<file path="src/rtl/ckg_pkg.sv">
package ckg_pkg;
  localparam int N_PCI  = 7;
  localparam int N_PCIF = 3;
  localparam int N_M66  = 6;

  typedef enum logic [1:0] {
    SEL_PCI  = 2'd0,
    SEL_PCIF = 2'd1,
    SEL_M66  = 2'd2,
    SEL_NONE = 2'd3
  } reg_sel_e;

  localparam logic [7:0] RST_PCI  = 8'h7F;
  localparam logic [7:0] RST_PCIF = 8'hC7;
  localparam logic [7:0] RST_M66  = 8'h3F;
  localparam logic [7:0] KEEP_PCI = 8'h7F;
  localparam logic [7:0] KEEP_M66 = 8'h3F;

  // regular PCI: enable bit and not stopped
  function automatic logic [N_PCI-1:0] pci_run(input logic [7:0] r, input logic go);
    return r[N_PCI-1:0] & {N_PCI{go}};
  endfunction

  // free-runnable PCI: enable bit, and either free-running or not stopped
  function automatic logic [N_PCIF-1:0] pcif_run(input logic [7:0] r, input logic go);
    return r[N_PCIF-1:0] & (~r[2*N_PCIF-1:N_PCIF] | {N_PCIF{go}});
  endfunction
endpackage

</file>
<file path="src/rtl/ckg_regs.sv">
module ckg_regs
  import ckg_pkg::*;
(
  input  logic       clk,
  input  logic       rst_n,
  input  logic       we,
  input  logic [1:0] sel,
  input  logic [7:0] wdata,
  output logic [7:0] r_pci,
  output logic [7:0] r_pcif,
  output logic [7:0] r_m66,
  output logic [7:0] rdata
);
  always_ff @(posedge clk or negedge rst_n) begin
    if (!rst_n) begin
      r_pci  <= RST_PCI;
      r_pcif <= RST_PCIF;
      r_m66  <= RST_M66;
    end else if (we) begin
      case (reg_sel_e'(sel))
        SEL_PCI:  r_pci  <= wdata & KEEP_PCI;
        SEL_PCIF: r_pcif <= wdata;
        SEL_M66:  r_m66  <= wdata & KEEP_M66;
        default:  ;
      endcase
    end
  end

  always_comb begin
    case (reg_sel_e'(sel))
      SEL_PCI:  rdata = r_pci;
      SEL_PCIF: rdata = r_pcif;
      SEL_M66:  rdata = r_m66;
      default:  rdata = 8'h00;
    endcase
  end


  pci_reserved_chk: assert property (@(posedge clk) disable iff (!rst_n)
    (we && sel == 2'd0) |=> (r_pci[7] == 1'b0 && r_pci[6:0] == $past(wdata[6:0])));
endmodule

</file>
<file path="src/rtl/ckg_divider.sv">
module ckg_divider #(
  parameter int DIV = 8
) (
  input  logic clk,
  input  logic rst_n,
  output logic rise_next,
  output logic hi_next
);
  localparam int HALF = DIV / 2;
  localparam int CW   = $clog2(DIV);

  logic [CW-1:0] cnt;
  logic [CW-1:0] cnt_nxt;

  assign rise_next = (cnt == CW'(DIV - 1));
  assign cnt_nxt   = rise_next ? '0 : cnt + 1'b1;
  assign hi_next   = (cnt_nxt < CW'(HALF));

  always_ff @(posedge clk or negedge rst_n) begin
    if (!rst_n) cnt <= '0;
    else        cnt <= cnt_nxt;
  end
endmodule

</file>
<file path="src/rtl/ckg_gate.sv">
module ckg_gate #(
  parameter int DIV = 8
) (
  input  logic clk,
  input  logic rst_n,
  input  logic en,
  input  logic rise_next,
  input  logic hi_next,
  output logic clk_o
);
  localparam int HALF = DIV / 2;
  localparam int CW   = $clog2(DIV) + 1;

  logic g_on;
  logic g_nxt;

  // gate state only moves while the source is low, just before it rises
  assign g_nxt = rise_next ? en : g_on;

  always_ff @(posedge clk or negedge rst_n) begin
    if (!rst_n) begin
      g_on  <= 1'b0;
      clk_o <= 1'b0;
    end else begin
      g_on  <= g_nxt;
      clk_o <= hi_next & g_nxt;
    end
  end

  logic [CW-1:0] hi_run;
  always_ff @(posedge clk or negedge rst_n) begin
    if (!rst_n)     hi_run <= '0;
    else if (clk_o) hi_run <= hi_run + 1'b1;
    else            hi_run <= '0;
  end


  full_pulse_chk: assert property (@(posedge clk) disable iff (!rst_n)
    $fell(clk_o) |-> (hi_run == CW'(HALF)));


  rise_aligned_chk: assert property (@(posedge clk) disable iff (!rst_n)
    $rose(clk_o) |-> $past(rise_next));
endmodule

</file>
<file path="src/rtl/clkout_gate_ctrl.sv">
module clkout_gate_ctrl
  import ckg_pkg::*;
#(
  parameter int PCI_DIV = 8,
  parameter int M48_DIV = 6,
  parameter int M66_DIV = 4
) (
  input  logic              sys_clk,
  input  logic              rst_n,
  input  logic              reg_we,
  input  logic [1:0]        reg_sel,
  input  logic [7:0]        reg_wdata,
  output logic [7:0]        reg_rdata,
  input  logic              pci_stop_n,
  output logic [N_PCI-1:0]  pci_clk,
  output logic [N_PCIF-1:0] pcif_clk,
  output logic              usb_clk,
  output logic              dot_clk,
  output logic [N_M66-1:0]  m66_clk
);
  logic [7:0] r_pci, r_pcif, r_m66;

  ckg_regs u_regs (
    .clk(sys_clk), .rst_n(rst_n), .we(reg_we), .sel(reg_sel), .wdata(reg_wdata),
    .r_pci(r_pci), .r_pcif(r_pcif), .r_m66(r_m66), .rdata(reg_rdata)
  );

  // two-flop synchroniser for the asynchronous stop request
  logic [1:0] stop_sync;
  logic       stop_go;
  always_ff @(posedge sys_clk or negedge rst_n) begin
    if (!rst_n) stop_sync <= 2'b11;
    else        stop_sync <= {stop_sync[0], pci_stop_n};
  end
  assign stop_go = stop_sync[1];

  logic [N_PCI-1:0]  en_pci;
  logic [N_PCIF-1:0] en_pcif;
  assign en_pci  = pci_run(r_pci, stop_go);
  assign en_pcif = pcif_run(r_pcif, stop_go);

  logic pci_rise, pci_hi, m48_rise, m48_hi, m66_rise, m66_hi;

  ckg_divider #(.DIV(PCI_DIV)) u_div_pci (
    .clk(sys_clk), .rst_n(rst_n), .rise_next(pci_rise), .hi_next(pci_hi));
  ckg_divider #(.DIV(M48_DIV)) u_div_m48 (
    .clk(sys_clk), .rst_n(rst_n), .rise_next(m48_rise), .hi_next(m48_hi));
  ckg_divider #(.DIV(M66_DIV)) u_div_m66 (
    .clk(sys_clk), .rst_n(rst_n), .rise_next(m66_rise), .hi_next(m66_hi));

  for (genvar i = 0; i < N_PCI; i++) begin : g_pci
    ckg_gate #(.DIV(PCI_DIV)) u_gate (
      .clk(sys_clk), .rst_n(rst_n), .en(en_pci[i]),
      .rise_next(pci_rise), .hi_next(pci_hi), .clk_o(pci_clk[i]));


    pci_stop_chk: assert property (@(posedge sys_clk) disable iff (!rst_n)
      $rose(pci_clk[i]) |-> $past(stop_go));
  end

  for (genvar i = 0; i < N_PCIF; i++) begin : g_pcif
    ckg_gate #(.DIV(PCI_DIV)) u_gate (
      .clk(sys_clk), .rst_n(rst_n), .en(en_pcif[i]),
      .rise_next(pci_rise), .hi_next(pci_hi), .clk_o(pcif_clk[i]));


    pcif_stop_chk: assert property (@(posedge sys_clk) disable iff (!rst_n)
      $rose(pcif_clk[i]) |-> $past(stop_go || !r_pcif[N_PCIF+i]));
  end

  ckg_gate #(.DIV(M48_DIV)) u_gate_usb (
    .clk(sys_clk), .rst_n(rst_n), .en(r_pcif[6]),
    .rise_next(m48_rise), .hi_next(m48_hi), .clk_o(usb_clk));
  ckg_gate #(.DIV(M48_DIV)) u_gate_dot (
    .clk(sys_clk), .rst_n(rst_n), .en(r_pcif[7]),
    .rise_next(m48_rise), .hi_next(m48_hi), .clk_o(dot_clk));

  for (genvar i = 0; i < N_M66; i++) begin : g_m66
    ckg_gate #(.DIV(M66_DIV)) u_gate (
      .clk(sys_clk), .rst_n(rst_n), .en(r_m66[i]),
      .rise_next(m66_rise), .hi_next(m66_hi), .clk_o(m66_clk[i]));
  end
endmodule

</file>
<file path="config.mk">
export PLATFORM = sky130hd
export DESIGN_NAME = clkout_gate_ctrl
export DESIGN_NICKNAME = d
export VERILOG_FILES = /design/src/rtl/ckg_pkg.sv /design/src/rtl/ckg_regs.sv /design/src/rtl/ckg_divider.sv /design/src/rtl/ckg_gate.sv /design/src/rtl/clkout_gate_ctrl.sv
export SDC_FILE = /design/constraint.sdc
export NUM_CORES = 1
export LEC_CHECK = 0
export BUFFER_PORTS_ARGS = -buffer_cell sky130_fd_sc_hd__buf_2
export CORE_UTILIZATION = 35
export CTS_BUF_LIST = sky130_fd_sc_hd__clkbuf_16
export DETAILED_ROUTE_END_ITERATION = 8
export RECOVER_POWER = 50
export SYNTH_ARGS = -nofsm -noshare
export SYNTH_HDL_FRONTEND = slang
export SYNTH_HIERARCHICAL = 1
export SYNTH_SLANG_ARGS = --single-unit
</file>
<file path="constraint.sdc">
create_clock -name sys_clk -period 4.1 [get_ports sys_clk]
set_clock_uncertainty 0.2 [all_clocks]
set_input_delay 0.41 -clock sys_clk [delete_from_list [all_inputs] [get_ports sys_clk]]
set_output_delay 0.41 -clock sys_clk [all_outputs]
set_load 0.02 [all_outputs]
</file>
* Yosys cells after proc, flatten, opt, wreduce, memory -nomap -nowiden
Cells that the tools add are included.
** Storage, ports and cells
- Register bits :: 67
- Latch bits :: 0
- Bits in writable memories :: 0
- Bits in read-only memories :: 0
- Output and inout bits :: 26
- Logic and storage cells :: 102
- Memories kept :: 0
** Cells by class
- Add/subtract/negate cells :: 3
- $mul :: 0
- Divide/modulo/power cells :: 0
- Magnitude comparators :: 3
- Eq/ne operators :: 5
- Shifts and indexed selects :: 0
- Muxes and demuxes :: 22
- Bitwise gates (word level) :: 22
- Reduce and logical (&&, ||, !) cells :: 4
** Operators by type and width (count)
- $pmux 8 s3 :: 1
- $and 1x1->1 :: 18
- $mux 1 :: 18
- $and 7x7->7 :: 1
- $add 3x1->3 const B :: 2
- $eq 3x3->1 const B :: 2
- $mux 3 :: 2
- $reduce_and 2->1 :: 3
- $eq 2x2->1 const B :: 2
- $and 3x3->3 :: 1
- $lt 3x2->1 const B :: 1
- $lt 3x3->1 const B :: 1
- $not 3->3 :: 1
- $or 3x3->3 :: 1
- $add 2x1->2 const B :: 1
- $eq 2x1->1 const B :: 1
- $logic_not 2->1 :: 1
- $lt 2x2->1 const B :: 1
- $mux 2 :: 1

* Longest topological paths before layout
- Depth after elaboration :: 5
- Gate-level depth with buffers :: 4
- Gate-level depth less buffers :: 4

* Cells and area by module
The synthesis kept the hierarchy.
** Modules (own cells, without submodules)
- ckg_gate :: instances 18, cells each 4, area an instance 73.8 sq um, sequential area each 50.0 sq um
- ckg_regs :: instances 1, cells each 68, area an instance 1013.5 sq um, sequential area each 548.0 sq um
- clkout_gate_ctrl :: instances 1, cells each 13, area an instance 138.9 sq um, sequential area each 52.6 sq um
- ckg_divider (u_div_pci) :: instances 1, cells each 10, area an instance 137.6 sq um, sequential area each 75.1 sq um
- ckg_divider (u_div_m48) :: instances 1, cells each 11, area an instance 125.1 sq um, sequential area each 75.1 sq um
- ckg_divider (u_div_m66) :: instances 1, cells each 5, area an instance 70.1 sq um, sequential area each 50.0 sq um

* Worst setup path after synthesis
No wires, ideal clock.
- Kind :: in2out
- Start point :: input port reg_sel[0]
- End point :: output port reg_rdata[7]
- Arrival :: 1.135 ns
- Slack :: 2.355 ns
- Stages on the path :: 4
- Cell sequence :: buf_4 nor2b_1 clkbuf_1 and2_1
** On the way
- Cells in the longest elaborated chain, start to end :: 2
- Elaborated cells on any way between the ends :: 4
- Classes of those cells :: eq/ne: 2; mux: 1; reduce/logical: 1
** RTL lines
- from (decl) :: line clkout_gate_ctrl.sv:11 : input logic [1:0] reg_sel,
- $eq 2x2->1 (tied with other cells) :: line ckg_regs.sv:30 : case (reg_sel_e'(sel))
- $pmux 8 s3 (*) :: line ckg_regs.sv:30
- to (decl) :: line clkout_gate_ctrl.sv:13 : output logic [7:0] reg_rdata,
Mark *: on every way between the ends. The rest lies on a longest branch, timed or not.

==> metrics.md <==
| Metric | Value |
|---|---|
| Outcome | complete, but fails checks |
| Failing checks | capacitance limit, slew limit |
| Pleak | 1.527 nW |
| # Max-Cap Violations | 1 |
| Iteration count of the initial detailed-routing pass | 4 |
| Initial Util | 36.08% |
| Chip width | 91.25 um |
| Die area | 0.008326 mm^2 |
| Hold path depth | 2 |
| Syn_nets | 192 |
| Drt drc | 0 |
| Inserted Clock Buffers | 9 |
| Fin crit share | 61.95% |
| Final antenna-violating net count | 0 |
| Overflow after GRT | 0 |
| Via Count | 1529 |
| Final WL | 4753 um |
| Wire per inst | 14.32 um |
| Fill cells | 728 |
| Final Max Tran Viols | 34 |
| VDD IR max | 0.3123 mV |
| Final setup vio count | 0 |
| CTS Sinks | 67 |
| CP startpoint kind | primary input |
| Period minus WS final | 2540 ps |
| RSZ-0062 raised after global routing | no |
| Hold Path Origin | reg_wdata[7] |
| FF-to-FF End | g_pci[1].u_gate/clk_o |
| R2R cell count | 3 |
| Power density over the cells | 565.4 mW/mm^2 |
| Area Overhead vs Synth | 21.45% |
| CP arrival | 2770 ps |
| Wire length of the first global-routing pass | 8148 um |
| Met3 Wirelength | 204 um |
| PostCTS Resize Cnt | 0 |
| Final antenna diode count | 0 |
| Initial antenna violation count | 0 |
| Worst-path clk slew | 50 ps |
| Mapped cell area | 0.002788 mm^2 |
| Share of cells above drive strength 1 | 52.61% |
| Synthesized area per cell | 15.93 um^2 |
| Crit-path max FO | 35 |
| Overall power | 1.914 mW |
| WP data required | 4330 ps |
| Worst slew pin tran | 1715 ps |
| Clock Latency Late Sink | 330 ps |
| Initial DRC Count | 53 |
| Clk buf depth | 2 |
| Ys Warns | 6 |
| Reg2Reg Launch Point | u_div_pci/cnt[0] |
| Top routing layer used | met4 |
| Wire length on met2 | 2116 um |
| Port bufs | 39 |
| Vias per inst | 4.605 |
| Vias in the first global route | 1611 |
| Final HPWL DP | 3354 um |
| Post-synthesis instance total | 175 |
| Row cnt | 32 |
| Commonest non-fill, non-tap cells in the layout | 47 x dfrtp_1, 22 x mux2_2, 20 x clkbuf_1, 20 x dfstp_2, 19 x buf_2 |
| Hold Crit Endpoint | u_regs/r_pcif[7] |
| Gr usage total | 13.29% |
| Hold slack | 115.1 ps |
| Ports | 40 |
| Rel. slew slack | -14.36% |
| Tightest Hold Check Type | primary input to register |
| H-Tree Depth | 3 |
| WS Path Type | primary input to asynchronous set/reset pin |
| Root buffer cell | clkbuf_16 |
| Fmax achieved | 0.3937 GHz |
| Commonest non-fill, non-tap cell in the layout | dfrtp_1 |
| RePlAce Congestion | 0.6770 |
| Largest net degree at the start of global routing | 36 |
| CP Capture Type | asynchronous set/reset pin |
| Setup_tns | 0 ps |
| R2R Setup Slk | 2340 ps |
| CTS tree | yes |
| Die height | 91.25 um |
| Layout Utilization | 43.81% |
| Core ar. | 0.007727 mm^2 |
| WL met1 | 2306 um |
| Final Hold Fails | 0 |
| NumNets Final | 242 |
## through the flow
step	cells	instance area (um^2)	setup slack (ps)
global route	332	3386	1123
finish	332	3386	1560
floorplan	175	2788	2355
CTS	332	3433	1819
detailed placement	314	3095	1831
global placement	314	3095	1808
## critical path: stages
cell           delay (ps)
dlygate4sd3_1         520
clkbuf_1             1230
buf_4                 590
## layout make-up
type,instances,area [um^2],share of cell area [%]
Sequential cell,67,1702,50.26
Clock inverter,7,92.59,2.735
Tap cell,102,127.6,3.769
Timing Repair Buffer,42,197.7,5.839
Inverter,3,11.26,0.3326
Clock buffer,9,225.2,6.652
Multi-Input combinational cell,102,1030,30.41
## sequential cells by signal, indices dropped and copies added (netlist names), 2 cells and up
| name | count |
|---|---|
| g_m66.u_gate/g_on | 6 |
| g_pcif.u_gate/g_on | 3 |
| stop_sync | 2 |
| u_div_pci/cnt | 3 |
| g_pci.u_gate/clk_o | 7 |
| u_regs/r_pci | 7 |
| g_m66.u_gate/clk_o | 6 |
| u_regs/r_pcif | 8 |
| g_pcif.u_gate/clk_o | 3 |
| u_regs/r_m66 | 6 |
| u_div_m48/cnt | 3 |
| g_pci.u_gate/g_on | 7 |
| u_div_m66/cnt | 2 |
## repair_timing
item / CTS / global route
buffers inserted: 0 / 0
hold buffers: 2 / 0
endpoints found under the hold margin: 19 / 0
## worst max-delay path by stage
| stage | from | end | slack, ps | cells past startpoint |
|---|---|---|---|---|
| final | rst_n | u_regs/r_pci[5] | 1560 | 3 |
| after global routing | rst_n | g_pci[6].u_gate/g_on | 1120 | 3 |
| after CTS | reg_sel[0] | reg_rdata[1] | 1820 | 4 |
| after detailed placement | reg_sel[0] | reg_rdata[1] | 1830 | 4 |
| after global placement | reg_sel[0] | reg_rdata[1] | 1810 | 4 |
| after floorplan | reg_sel[0] | reg_rdata[7] | 2360 | 4 |
## per-layer routing
layer	track usage, %	vias up
li1	-	710
met1	17.60	769
met2	19.26	39
met3	4.104	11
met4	7.540	0
met5	0	-
## power breakdown
group	internal (mW)	switching, mW	total [mW]	leakage, nW
Combinational	0.138	0.135	0.273	0.587
Clock	0.529	0.280	0.809	0.149
Sequential	0.785	0.0478	0.832	0.790
No activity file was read; power rests on OpenSTA's default activity.
